<file path="src/rtl/dlink_pkg.sv">
package dlink_pkg;

    localparam int REG_W    = 8;
    localparam int SLOT_W   = 5;
    localparam int BITIX_W  = 3;
    localparam int MASK_W   = 1 << BITIX_W;

    localparam logic ADDR_SLOT = 1'b0;
    localparam logic ADDR_MASK = 1'b1;

    typedef enum logic [1:0] {
        FS_NONE   = 2'b00,
        FS_CODE_A = 2'b01,
        FS_CODE_B = 2'b10,
        FS_ALL    = 2'b11
    } fsel_e;

    typedef struct packed {
        logic              en;
        fsel_e             fsel;
        logic [SLOT_W-1:0] slot;
    } slot_cfg_t;

    // Frame parity decode. T1 counts frames from 1 and E1 from 0, so code A
    // selects the odd LSB in T1 and the even LSB in E1 (code B the reverse).
    function automatic logic frame_pick(fsel_e f, logic e1, logic odd);
        logic r;
        case (f)
            FS_NONE:   r = 1'b0;
            FS_CODE_A: r = e1 ? ~odd : odd;
            FS_CODE_B: r = e1 ? odd : ~odd;
            default:   r = 1'b1;
        endcase
        return r;
    endfunction

endpackage

</file>
<file path="src/rtl/dlink_cfg_regs.sv">
module dlink_cfg_regs
    import dlink_pkg::*;
(
    input  logic                 clk,
    input  logic                 rst,
    input  logic                 we,
    input  logic                 addr,
    input  logic [REG_W-1:0]     wdata,
    input  logic                 load,
    output slot_cfg_t            eff_cfg,
    output logic [MASK_W-1:0]    eff_mask
);

    slot_cfg_t          shd_cfg, act_cfg;
    logic [MASK_W-1:0]  shd_mask, act_mask;

    always_ff @(posedge clk) begin
        if (rst) begin
            shd_cfg  <= '0;
            shd_mask <= '0;
        end else if (we) begin
            if (addr == ADDR_SLOT) shd_cfg  <= slot_cfg_t'(wdata);
            else                   shd_mask <= wdata[MASK_W-1:0];
        end
    end

    always_ff @(posedge clk) begin
        if (rst) begin
            act_cfg  <= '0;
            act_mask <= '0;
        end else if (load) begin
            act_cfg  <= shd_cfg;
            act_mask <= shd_mask;
        end
    end

    // The first bit of a frame already sees the new settings.
    always_comb begin
        eff_cfg  = load ? shd_cfg  : act_cfg;
        eff_mask = load ? shd_mask : act_mask;
    end

    a_r10_hold_midframe: assert property (@(posedge clk) disable iff (rst)
        !load |=> ($stable(act_cfg) && $stable(act_mask)));

    a_r1_slot_write: assert property (@(posedge clk) disable iff (rst)
        (we && addr == ADDR_SLOT) |=> shd_cfg == $past(wdata));

endmodule

</file>
<file path="src/rtl/dlink_qualifier.sv">
module dlink_qualifier
    import dlink_pkg::*;
(
    input  slot_cfg_t           cfg,
    input  logic [MASK_W-1:0]   mask,
    input  logic                e1_mode,
    input  logic                frame_odd,
    input  logic                t1_fbit,
    input  logic [SLOT_W-1:0]   slot_idx,
    input  logic [BITIX_W-1:0]  bit_idx,
    output logic                qual
);

    logic frame_ok, slot_ok, bit_ok, fbit_block;

    always_comb begin
        frame_ok   = frame_pick(cfg.fsel, e1_mode, frame_odd);
        slot_ok    = (slot_idx == cfg.slot);
        bit_ok     = mask[bit_idx];
        fbit_block = ~e1_mode & t1_fbit;
        qual       = cfg.en & frame_ok & slot_ok & bit_ok & ~fbit_block;
    end

endmodule

</file>
<file path="src/rtl/dlink_lane.sv">
module dlink_lane (
    input  logic clk,
    input  logic rst,
    input  logic bit_en,
    input  logic qual,
    input  logic tx_in,
    input  logic ext_tx_in,
    input  logic rx_in,
    output logic tx_out,
    output logic tx_strobe,
    output logic rx_out,
    output logic rx_strobe
);

    always_ff @(posedge clk) begin
        if (rst) begin
            tx_out    <= 1'b0;
            rx_out    <= 1'b0;
            tx_strobe <= 1'b0;
            rx_strobe <= 1'b0;
        end else begin
            tx_strobe <= bit_en & qual;
            rx_strobe <= bit_en & qual;
            if (bit_en) begin
                tx_out <= qual ? ext_tx_in : tx_in;
                rx_out <= rx_in;
            end
        end
    end

    a_r6_rx_pass: assert property (@(posedge clk) disable iff (rst)
        bit_en |=> rx_out == $past(rx_in));

    a_r7_tx_insert: assert property (@(posedge clk) disable iff (rst)
        (bit_en && qual) |=> (tx_out == $past(ext_tx_in) && tx_strobe));

    a_r9_strobe_after_bit: assert property (@(posedge clk) disable iff (rst)
        !bit_en |=> (!tx_strobe && !rx_strobe));

endmodule

</file>
<file path="src/rtl/dlink_slot_gate.sv">
module dlink_slot_gate
    import dlink_pkg::*;
(
    input  logic                clk,
    input  logic                rst,
    input  logic                cfg_we,
    input  logic                cfg_addr,
    input  logic [REG_W-1:0]    cfg_wdata,
    input  logic                e1_mode,
    input  logic                bit_en,
    input  logic                frame_start,
    input  logic                frame_odd,
    input  logic                t1_fbit,
    input  logic [SLOT_W-1:0]   slot_idx,
    input  logic [BITIX_W-1:0]  bit_idx,
    input  logic                tx_in,
    input  logic                ext_tx_in,
    input  logic                rx_in,
    output logic                tx_out,
    output logic                tx_strobe,
    output logic                rx_out,
    output logic                rx_strobe
);

    slot_cfg_t          eff_cfg;
    logic [MASK_W-1:0]  eff_mask;
    logic               qual;
    logic               load;

    assign load = bit_en & frame_start;

    dlink_cfg_regs u_cfg (
        .clk      (clk),
        .rst      (rst),
        .we       (cfg_we),
        .addr     (cfg_addr),
        .wdata    (cfg_wdata),
        .load     (load),
        .eff_cfg  (eff_cfg),
        .eff_mask (eff_mask)
    );

    dlink_qualifier u_qual (
        .cfg       (eff_cfg),
        .mask      (eff_mask),
        .e1_mode   (e1_mode),
        .frame_odd (frame_odd),
        .t1_fbit   (t1_fbit),
        .slot_idx  (slot_idx),
        .bit_idx   (bit_idx),
        .qual      (qual)
    );

    dlink_lane u_lane (
        .clk       (clk),
        .rst       (rst),
        .bit_en    (bit_en),
        .qual      (qual),
        .tx_in     (tx_in),
        .ext_tx_in (ext_tx_in),
        .rx_in     (rx_in),
        .tx_out    (tx_out),
        .tx_strobe (tx_strobe),
        .rx_out    (rx_out),
        .rx_strobe (rx_strobe)
    );

    a_r8_fbit_never: assert property (@(posedge clk) disable iff (rst)
        (bit_en && t1_fbit && !e1_mode) |=> (!tx_strobe && tx_out == $past(tx_in)));

    a_r2_disabled_quiet: assert property (@(posedge clk) disable iff (rst)
        (bit_en && !eff_cfg.en) |=> (!tx_strobe && !rx_strobe));

    a_r9_strobes_agree: assert property (@(posedge clk) disable iff (rst)
        tx_strobe == rx_strobe);

endmodule

</file>
<file path="config.mk">
export PLATFORM = sky130hd
export DESIGN_NAME = dlink_slot_gate
export DESIGN_NICKNAME = d
export VERILOG_FILES = /design/src/rtl/dlink_pkg.sv /design/src/rtl/dlink_cfg_regs.sv /design/src/rtl/dlink_qualifier.sv /design/src/rtl/dlink_lane.sv /design/src/rtl/dlink_slot_gate.sv
export SDC_FILE = /design/constraint.sdc
export NUM_CORES = 1
export LEC_CHECK = 0
export ABC_CLOCK_PERIOD_IN_PS = 3000
export BUFFER_PORTS_ARGS = -buffer_cell sky130_fd_sc_hd__buf_2
export CAP_MARGIN = 10
export CELL_PAD_IN_SITES_DETAIL_PLACEMENT = 1
export CELL_PAD_IN_SITES_GLOBAL_PLACEMENT = 1
export CORE_AREA = 2 2 83 85
export DETAILED_ROUTE_END_ITERATION = 16
export DIE_AREA = 0 0 85 87
export PLACE_DENSITY_LB_ADDON = 0.05
export SLEW_MARGIN = 15
export SYNTH_ARGS = -nofsm -noshare
export SYNTH_HDL_FRONTEND = slang
export SYNTH_SLANG_ARGS = --single-unit
</file>
<file path="constraint.sdc">
create_clock -name clk -period 3 [get_ports clk]
set_input_delay 0.15 -clock clk [delete_from_list [all_inputs] [get_ports clk]]
set_output_delay 0.15 -clock clk [all_outputs]
set_load 0.01 [all_outputs]
</file>
==> results of run 1 <==
## final cells by class
type / instances / area (sq um)
fillers: 783 / 4700
multi-input cells: 136 / 798
flip-flops and latches: 35 / 701
repair buffers: 31 / 155
clock buffers: 8 / 100
well taps: 80 / 100
inverters: 5 / 18.8
## flip-flops by register name, summed over array words and instances (netlist names)
signal / count
u_cfg.shd_cfg: 8
u_lane.rx_out: 1
u_lane.tx_out: 1
u_cfg.act_mask: 8
u_lane.tx_strobe: 1
u_cfg.shd_mask: 8
u_cfg.act_cfg: 8
## power by group through the flow
| stage | registers (mW) | logic, mW | clock network, mW |
|---|---|---|---|
| 4_1_cts | 0.491 | 0.104 | 0.398 |
| 5_1_grt | 0.493 | 0.114 | 0.419 |
| 2_1_floorplan | 0.497 | 0.0671 | 0 |
| 3_5_place_dp | 0.502 | 0.103 | 0 |
| 3_3_place_gp | 0.501 | 0.101 | 0 |
| 6_report | 0.491 | 0.101 | 0.380 |
## kinds of logic after synthesis
kind of cell / after synthesis / synth area share (%)
and+or+nand+nor: 81 / 23.1
AOI/OAI and AO/OA: 38 / 13.1
DFF: 35 / 43.9
buffers and inverters: 19 / 6.11
muxes: 11 / 10.5
xor gates and xnor gates: 6 / 3.29
## worst max-delay path, cell delays in order, from the launching register on
cell	delay [ps]
dfxtp_1	340
mux4_1	510
nand3b_1	110
nand4_1	140
and3_1	190
o31ai_2	210
## Yosys cell counts, drive strengths merged
| master | instances |
|---|---|
| o21ai | 1 |
| and3b | 1 |
| xor2 | 5 |
| a21oi | 32 |
| nand2 | 49 |
| mux2i | 7 |
| nor2b | 1 |
| dfxtp | 35 |
| inv | 5 |
| buf | 5 |
| o31ai | 1 |
| nand3 | 9 |
| clkbuf | 9 |
| nor4 | 1 |
| nor3 | 1 |
| nor2 | 10 |
| and2b | 1 |
| nand4 | 2 |
| xnor2 | 1 |
| nand3b | 2 |
| and2 | 1 |
| mux4 | 4 |
| and3 | 2 |
| o221ai | 1 |
| nand2b | 1 |
| o22ai | 3 |
## path summary, 6_finish.rpt
check	to	cells past startpoint
max	u_lane.tx_out	5
min	u_lane.rx_out	3
min reg2reg	u_cfg.act_mask[6]	2
max reg2reg	u_lane.tx_out	5
## stage by stage
stage | utilization (%) | worst slack, ps | power [mW] | std cells
after floorplan | - | 1610 | 0.565 | 190
after global placement | 27.0 | 1380 | 0.602 | 287
after detailed placement | 27.0 | 1330 | 0.605 | 287
after CTS | 28.5 | 1410 | 0.992 | 295
after global routing | 28.5 | 1340 | 1.03 | 295
final | 28.5 | 1440 | 0.972 | 295
## placed cells by master (no fill, tap or decap), drive strengths merged
master	count
a21oi	32
and2	1
and2b	1
and3	2
and3b	1
buf	31
clkbuf	8
dfxtp	35
inv	5
mux2i	7
mux4	4
nand2	49
nand2b	1
nand3	9
nand3b	2
nand4	2
nor2	10
nor2b	1
nor3	1
nor4	1
o21ai	1
o221ai	1
o22ai	3
o31ai	1
xnor2	1
xor2	5
## routing by layer
metal	track usage (%)	vias up	wire length [um]
met3	3.60	5	183
met5	0	-	0
met2	19.3	26	1940
met1	16.2	635	2110
li1	-	689	-
met4	5.19	0	67
==> impl_metrics.env, run 1 <==
export IMPL_status="finished, final reports clean"
export IMPL_worst_pin_slew_ps=694
export IMPL_avgSynthCellArea_sq_um=8.40
export IMPL_synth_seq_area_share_pct=43.9
export IMPL_sw_frac_of_total_pct=24.9
export IMPL_worstHoldStart="rx_in"
export IMPL_whs_ps=104
export IMPL_grt_pass1_vias=1401
export IMPL_startpoint="u_cfg.shd_mask[3]"
export IMPL_std_cell_rows=30
export IMPL_grt_pass1_wl_mm=6.99
export IMPL_p_comb_share_pct=10.4
export IMPL_place_area_sq_um=1770
export IMPL_cts_max_level=2
export IMPL_cts_tree="done"
export IMPL_cts_resized=0
export IMPL_slew_viol_final=0
export IMPL_clk_pin_slew_ps=70
export IMPL_switching_power_uw=242
export IMPL_place_congestion=0.710
export IMPL_synthCells=190
export IMPL_viasPerCell=4.59
export IMPL_yosys_top_cells_area="dfxtp_1, nand2_1, a21oi_1, mux2i_1, mux4_1"
export IMPL_rsz0062_at_grt="false"
export IMPL_yosysTopAreaCellShare_pct=43.9
export IMPL_critPathKind="flip-flop to flip-flop"
export IMPL_post_cts_buffers=0
export IMPL_diodes=0
export IMPL_r2r_start="u_cfg.shd_mask[3]"
export IMPL_max_freq_ghz=0.640
export IMPL_crit_fanout=3
export IMPL_grt_usage_pct=12.5
export IMPL_cts_path_max_buffers=2
export IMPL_drc=0
export IMPL_finalCritPeriodShare_pct=52.0
export IMPL_portBuffers=31
export IMPL_clockPowerShare_pct=39.1
export IMPL_postLayoutCellArea_sq_um=1870
export IMPL_worst_setup_path_start_kind="flip-flop"
export IMPL_pwr_share_seq_pct=50.5
export IMPL_ys_types=31
export IMPL_worstPathRequired_ps=3210
export IMPL_fin_tns_setup_ps=0
export IMPL_yosys_warnings=0
export IMPL_syn_area_sq_um=1600
export IMPL_hold_viol_final=0
export IMPL_die_width_um=85
export IMPL_numCtsBuffers=5
export IMPL_postCtsHoldBufs=0
export IMPL_yosysTopAreaCell="dfxtp_1"
export IMPL_wl_per_cell_um=14.6
export IMPL_dieHeight_um=87
export IMPL_coreArea_sq_um=6570
export IMPL_first_pass_iters=4
export IMPL_crit_arrival_ps=1770
export IMPL_drive_gt1_share_pct=20.9
export IMPL_routed_wl_mm=4.30
export IMPL_powerDensity_nw_per_um2=519
export IMPL_vias=1355
export IMPL_max_cap_viol_count=0
export IMPL_cts_root_buffer="clkbuf_8"
export IMPL_synth_nets=218
export IMPL_drtAntennaViolNets=0
export IMPL_initial_core_util_pct=24.3
export IMPL_clock_sinks=35
export IMPL_fp_dieArea_sq_um=7400
export IMPL_antenna_found_initial=0
export IMPL_power_static_leakage_nw=0.777
export IMPL_detailedPlacementHpwl_mm=3.27
export IMPL_finClkSkew_ps=9.28
export IMPL_finalNetCount=242
export IMPL_endpoint_kind="flip-flop"
export IMPL_setup_viol=0
export IMPL_ys_ff_latch=35
export IMPL_hp_class="input port to flip-flop"
export IMPL_fin_crit_ps=1560
export IMPL_drt_iter0_markers=41
export IMPL_grt_max_degree=37
export IMPL_r2r_slack_ps=1440
export IMPL_ir_worst_vdd_mv=0.182
export IMPL_slew_headroom_pct=53.7
export IMPL_ios=32
export IMPL_grt_overflow_total=0
export IMPL_syn2layout_area_growth_pct=17.3
export IMPL_p_int_uw=730
export IMPL_insertion_delay_ps=290
No activity file was read; power rests on OpenSTA's default activity.
==> run 2: changes to the inputs <==
- ABC_AREA: not set -> 1
- ABC_CLOCK_PERIOD_IN_PS: 3000 -> 1550
- CORE_AREA: 2 2 83 85 -> 2 2 85 87
- DIE_AREA: 0 0 85 87 -> 0 0 87 89
- clock period: 3 -> 1.55 ns (I/O delays scaled with it)
==> run 2 against run 1 <==
Against the previous run: clock skew hardly changed; combinational power grew to 2.9 times the previous value; sequential cell count unchanged; worst setup slack worse by 1200 ps; global-route usage grew 0.59 points; sequential share of layout area shrank 2.6 points; critical path type unchanged; critical endpoint unchanged; largest cell class unchanged.
==> impl_metrics.env, run 2 <==
export IMPL_switching_power_uw=570
export IMPL_powerDensity_nw_per_um2=1010
export IMPL_fp_dieArea_sq_um=7740
export IMPL_worst_setup_path_start_kind="flip-flop"
export IMPL_status="finished, final reports clean"
export IMPL_synth_common_cells="nand2_1, inv_1, dfxtp_1, nor2_1, nand3_1"
export IMPL_finalPower_mw=2.04
export IMPL_post_cts_buffers=0
export IMPL_critPathKind="flip-flop to flip-flop"
export IMPL_grt_pass1_vias=1533
export IMPL_grt_usage_pct=13.0
export IMPL_finalNetCount=305
export IMPL_synth_top_family_by_area="simple AND/OR/NAND/NOR gates"
export IMPL_die_width_um=87
export IMPL_std_cell_rows=30
export IMPL_clockPowerShare_pct=38.1
export IMPL_drc=0
export IMPL_crit_fanout=2
export IMPL_ys_flop_type="dfxtp_1"
export IMPL_coreArea_sq_um=6720
export IMPL_cts_path_max_buffers=2
export IMPL_synth_seq_area_share_pct=41.9
export IMPL_synth_nets=270
export IMPL_cts_root_buffer="clkbuf_8"
export IMPL_max_freq_ghz=0.755
export IMPL_hold_viol_final=0
export IMPL_viasPerCell=4.29
export IMPL_portBuffers=31
export IMPL_drive_gt1_share_pct=23.7
export IMPL_clk_pin_slew_ps=80
export IMPL_syn2layout_area_growth_pct=20.4
export IMPL_grt_overflow_total=0
export IMPL_cts_max_level=2
export IMPL_fin_util_pct=30.0
export IMPL_fin_crit_ps=1320
export IMPL_rsz0062_at_grt="false"
export IMPL_grt_max_degree=19
export IMPL_wl_per_cell_um=12.8
export IMPL_routed_wl_mm=4.59
export IMPL_finClkSkew_ps=9.03
export IMPL_yosysMostFrequentCell="nand2_1"
export IMPL_synthAdderAreaFrac_pct=0
export IMPL_ys_types=23
export IMPL_synthCells=242
export IMPL_whs_ps=16.0
export IMPL_dieHeight_um=89
export IMPL_worstPathRequired_ps=1790
export IMPL_vias=1537
export IMPL_synth_compound_area_share_pct=10.4
export IMPL_setup_viol=0
export IMPL_endpoint_kind="flip-flop"
export IMPL_numCtsBuffers=5
export IMPL_ios=32
export IMPL_slew_viol_final=0
export IMPL_max_cap_viol_count=0
export IMPL_yosys_warnings=0
export IMPL_first_pass_iters=4
export IMPL_fillers=853
export IMPL_fin_tns_setup_ps=0
export IMPL_yosysTopAreaCell="dfxtp_1"
export IMPL_diodes=0
export IMPL_synth_edf_count=0
export IMPL_synth_mux_area_share_pct=0
export IMPL_power_static_leakage_nw=0.986
export IMPL_yosys_top_cells_area="dfxtp_1, nand2_1, inv_1, nand3_1, nor2_1"
export IMPL_ir_worst_vdd_mv=0.315
export IMPL_clock_sinks=35
export IMPL_pwr_share_seq_pct=47.5
export IMPL_final_common_cell="nand2_1"
export IMPL_final_cell_mix="nand2_1, inv_1, dfxtp_1, buf_2, nor2_1"
export IMPL_crit_arrival_ps=1560
export IMPL_avgSynthCellArea_sq_um=6.91
export IMPL_antenna_found_initial=0
export IMPL_r2r_slack_ps=230
export IMPL_ys_ff_latch=35
export IMPL_sw_frac_of_total_pct=28.0
export IMPL_postCtsHoldBufs=0
export IMPL_finalCritPeriodShare_pct=85.5
export IMPL_synth_simple_area_share_pct=35.2
export IMPL_p_comb_share_pct=14.4
export IMPL_cts_resized=0
export IMPL_hp_class="input port to flip-flop"
export IMPL_place_congestion=0.733
export IMPL_insertion_delay_ps=300
export IMPL_grt_pass1_wl_mm=7.54
export IMPL_syn_area_sq_um=1670
export IMPL_drtAntennaViolNets=0
export IMPL_yosysTopAreaCellShare_pct=41.9
export IMPL_initial_core_util_pct=24.9
export IMPL_slew_headroom_pct=67.3
export IMPL_p_int_mw=1.47
export IMPL_cts_tree="done"
export IMPL_detailedPlacementHpwl_mm=3.37
export IMPL_drt_iter0_markers=28
export IMPL_worst_pin_slew_ps=489
export IMPL_synthArstFlopShare_pct=0
export IMPL_synth_xor_area_share_pct=0
-- run 2: cell count changes in the layout (fill, tap and decap cells not counted), sizes merged, moves of 7 or more --
cell / previous run / this run
mux2i: 7 / 0
a21oi: 32 / 16
nand2: 49 / 60
inv: 5 / 39
nand3: 9 / 30
nor2: 10 / 31
o21ai: 1 / 18
-- run 2: metrics by stage --
step / std cells / instance area (sq um) / worst slack [ps]
CTS: 358 / 2010 / 156
global route: 358 / 2010 / 6.35
floorplan: 242 / 1670 / 407
global placement: 350 / 1910 / 108
detailed placement: 350 / 1910 / 76.3
finish: 358 / 2010 / 225
-- run 2: final timing paths --
check,from,end,cells past startpoint
worst max-delay path,u_cfg.shd_cfg[6],u_lane.tx_out,12
worst min-delay path,cfg_wdata[7],u_cfg.shd_cfg[7],3
worst max register to register,u_cfg.shd_cfg[6],u_lane.tx_out,12
worst min register to register,u_cfg.shd_mask[1],u_cfg.shd_mask[1],2
-- run 2: cells by family (layout without fill, tap and decap cells) --
family | Yosys count | in the layout
simple gates | 125 | 125
buf+inv | 48 | 84
flops | 35 | 35
compound gates | 34 | 34
-- run 2: cell type report --
type	instances	area (sq um)	share of cell area (%)
inverter	39	146	7.27
clock buffer	8	100	4.97
sequential	35	701	34.8
tap	80	100	4.97
timing repair buffer	37	200	9.94
multi-input combinational	159	767	38.1
-- run 2: metal layers --
layer  global-route usage (%)  up-vias  routed length [um]  share of wire, %
met5                        0        -                   0                 0
met4                     6.39        0                  93               2.0
met3                     3.14        8                 155               3.4
met2                     19.6       24                1990                43
met1                     17.5      687                2350                51
li1                         -      818                   -                 -
-- run 2: power by group through the flow --
stage	clock network (mW)	registers (mW)	logic [mW]
3_5_place_dp	0	0.990	0.299
4_1_cts	0.804	0.969	0.301
6_report	0.776	0.968	0.294
2_1_floorplan	0	0.986	0.194
3_3_place_gp	0	0.989	0.301
5_1_grt	0.840	0.973	0.342
-- run 2: worst max-delay path, cell delays in order, from the launching register on --
cell	delay, ps
dfxtp_1	310
inv_1	50
nand3_1	80
nand2_1	80
nand2_1	70
nand2_1	50
nor2_1	80
nand2_1	90
nor2_4	120
nand3_2	90
nand2_2	70
nand3_2	60
a21oi_2	100
==> run 3: changes to the inputs <==
- ABC_AREA: 1 -> 0
- CORE_AREA: 2 2 85 87 -> 2 2 60 119
- DIE_AREA: 0 0 87 89 -> 0 0 62 121
==> run 3 against run 2 <==
Against the previous run: first-iteration DRC count grew 18%; wire length up 3.6%; combinational power shrank 22%; final cell count shrank 13%; largest power group is now the clock network; highest routed layer unchanged.
==> impl_metrics.env, run 3 (synthesized netlist as in run 1, its figures left out) <==
export IMPL_dp_cells=305
export IMPL_diodes=0
export IMPL_drt_iter0_markers=33
export IMPL_rsz0062_at_grt="true"
export IMPL_detailedPlacementHpwl_mm=3.83
export IMPL_syn2layout_area_growth_pct=26.7
export IMPL_crit_arrival_ps=1650
export IMPL_grt_pass1_vias=1474
export IMPL_worstPathRequired_ps=1720
export IMPL_cts_max_level=2
export IMPL_vias=1447
export IMPL_clock_sinks=35
export IMPL_routed_wl_mm=4.75
export IMPL_hp_class="input port to flip-flop"
export IMPL_clk_pin_slew_ps=50
export IMPL_std_cell_rows=42
export IMPL_grt_usage_pct=14.2
export IMPL_cts_root_buffer="clkbuf_16"
export IMPL_worst_setup_path_start_kind="flip-flop"
export IMPL_die_width_um=62
export IMPL_r2r_start="u_cfg.shd_mask[7]"
export IMPL_power_static_leakage_nw=0.842
export IMPL_worst_pin_slew_ps=491
export IMPL_status="finished, final reports clean"
export IMPL_fin_ws_ps=72.4
export IMPL_finalCritPeriodShare_pct=95.3
export IMPL_final_cell_mix="nand2_1, dfxtp_1, a21oi_1, buf_2"
export IMPL_stdcell_count=313
export IMPL_drtAntennaViolNets=0
export IMPL_critPathKind="flip-flop to flip-flop"
export IMPL_slew_headroom_pct=67.2
export IMPL_endpoint_kind="flip-flop"
export IMPL_pre_cts_slack_ps=-42.4
export IMPL_drc=0
export IMPL_fin_tns_setup_ps=0
export IMPL_cts_path_max_buffers=2
export IMPL_place_congestion=0.759
export IMPL_first_pass_iters=4
export IMPL_viasPerCell=4.62
export IMPL_worstHoldStart="rx_in"
export IMPL_max_cap_viol_count=0
export IMPL_insertion_delay_ps=280
export IMPL_fp_dieArea_sq_um=7500
export IMPL_whs_ps=38.9
export IMPL_initial_core_util_pct=24.3
export IMPL_powerDensity_nw_per_um2=1070
export IMPL_coreArea_sq_um=6570
export IMPL_finClkSkew_ps=2.50
export IMPL_dieHeight_um=121
export IMPL_hold_viol_final=0
export IMPL_setup_viol=0
export IMPL_final_common_cell="nand2_1"
export IMPL_drive_gt1_share_pct=27.6
export IMPL_grt_max_degree=21
export IMPL_portBuffers=31
export IMPL_max_freq_ghz=0.677
export IMPL_grt_overflow_total=0
export IMPL_numCtsBuffers=5
export IMPL_slew_viol_final=0
export IMPL_ir_worst_vdd_mv=0.630
export IMPL_fin_crit_ps=1480
export IMPL_crit_fanout=3
export IMPL_wl_per_cell_um=15.2
export IMPL_cts_tree="done"
export IMPL_finalNetCount=253
export IMPL_startpoint="u_cfg.shd_mask[7]"
export IMPL_ios=32
export IMPL_antenna_found_initial=0
export IMPL_grt_pass1_wl_mm=7.42
[run 3: area by class of cell]
class	count	area, sq um
flip-flops and latches	35	704
fillers	815	4550
inverters	5	18.8
clock inverters	1	5.00
well taps	88	110
clock buffers	6	139
repair buffers	42	250
multi-input cells	136	796
[run 3: per-layer routing]
metal	GRT usage, %	vias to the layer above	share of wire [%]	wire length (um)
met5	0	-	0	0
met4	8.11	0	4.3	205
met3	3.41	10	3.1	147
met2	25.1	27	57	2690
met1	13.8	699	36	1710
li1	-	711	-	-
[run 3: worst max-delay path, stage by stage, from the launching register on]
cell	delay, ps
dfxtp_1	330
mux4_2	460
nand3_1	100
nand4_1	140
and3_4	190
and3b_1	150
[run 3: path summary, 6_finish.rpt]
kind | cells past startpoint | slack [ps] | endpoint
min | 3 | 40 | u_lane.rx_out
max reg2reg | 5 | 70 | u_lane.tx_strobe
max | 5 | 70 | u_lane.tx_strobe
min reg2reg | 2 | 450 | u_cfg.act_mask[2]
[run 3: metrics by stage]
stage	utilization, %	power (mW)	cell area, sq um
finish	30.8	2.17	2020
global route	30.8	2.29	2020
CTS	30.8	2.23	2020
detailed placement	28.5	1.20	1870
global placement	28.5	1.19	1870
floorplan	-	1.09	1600
[run 3: power breakdown]
group	switching [mW]	leakage, nW	internal (mW)
clock network	0.367	0.0727	0.627
logic	0.128	0.484	0.0997
registers	0.0197	0.286	0.930
total	0.515	0.842	1.66
[run 3: repair_timing]
action | in CTS | in global routing
endpoints found under the setup margin | 2 | 2
cloned | 0 | 0
resized for setup | 5 | 1
pin swaps | 5 | 3
setup buffers | 1 | 0
hold buffers | 0 | 0
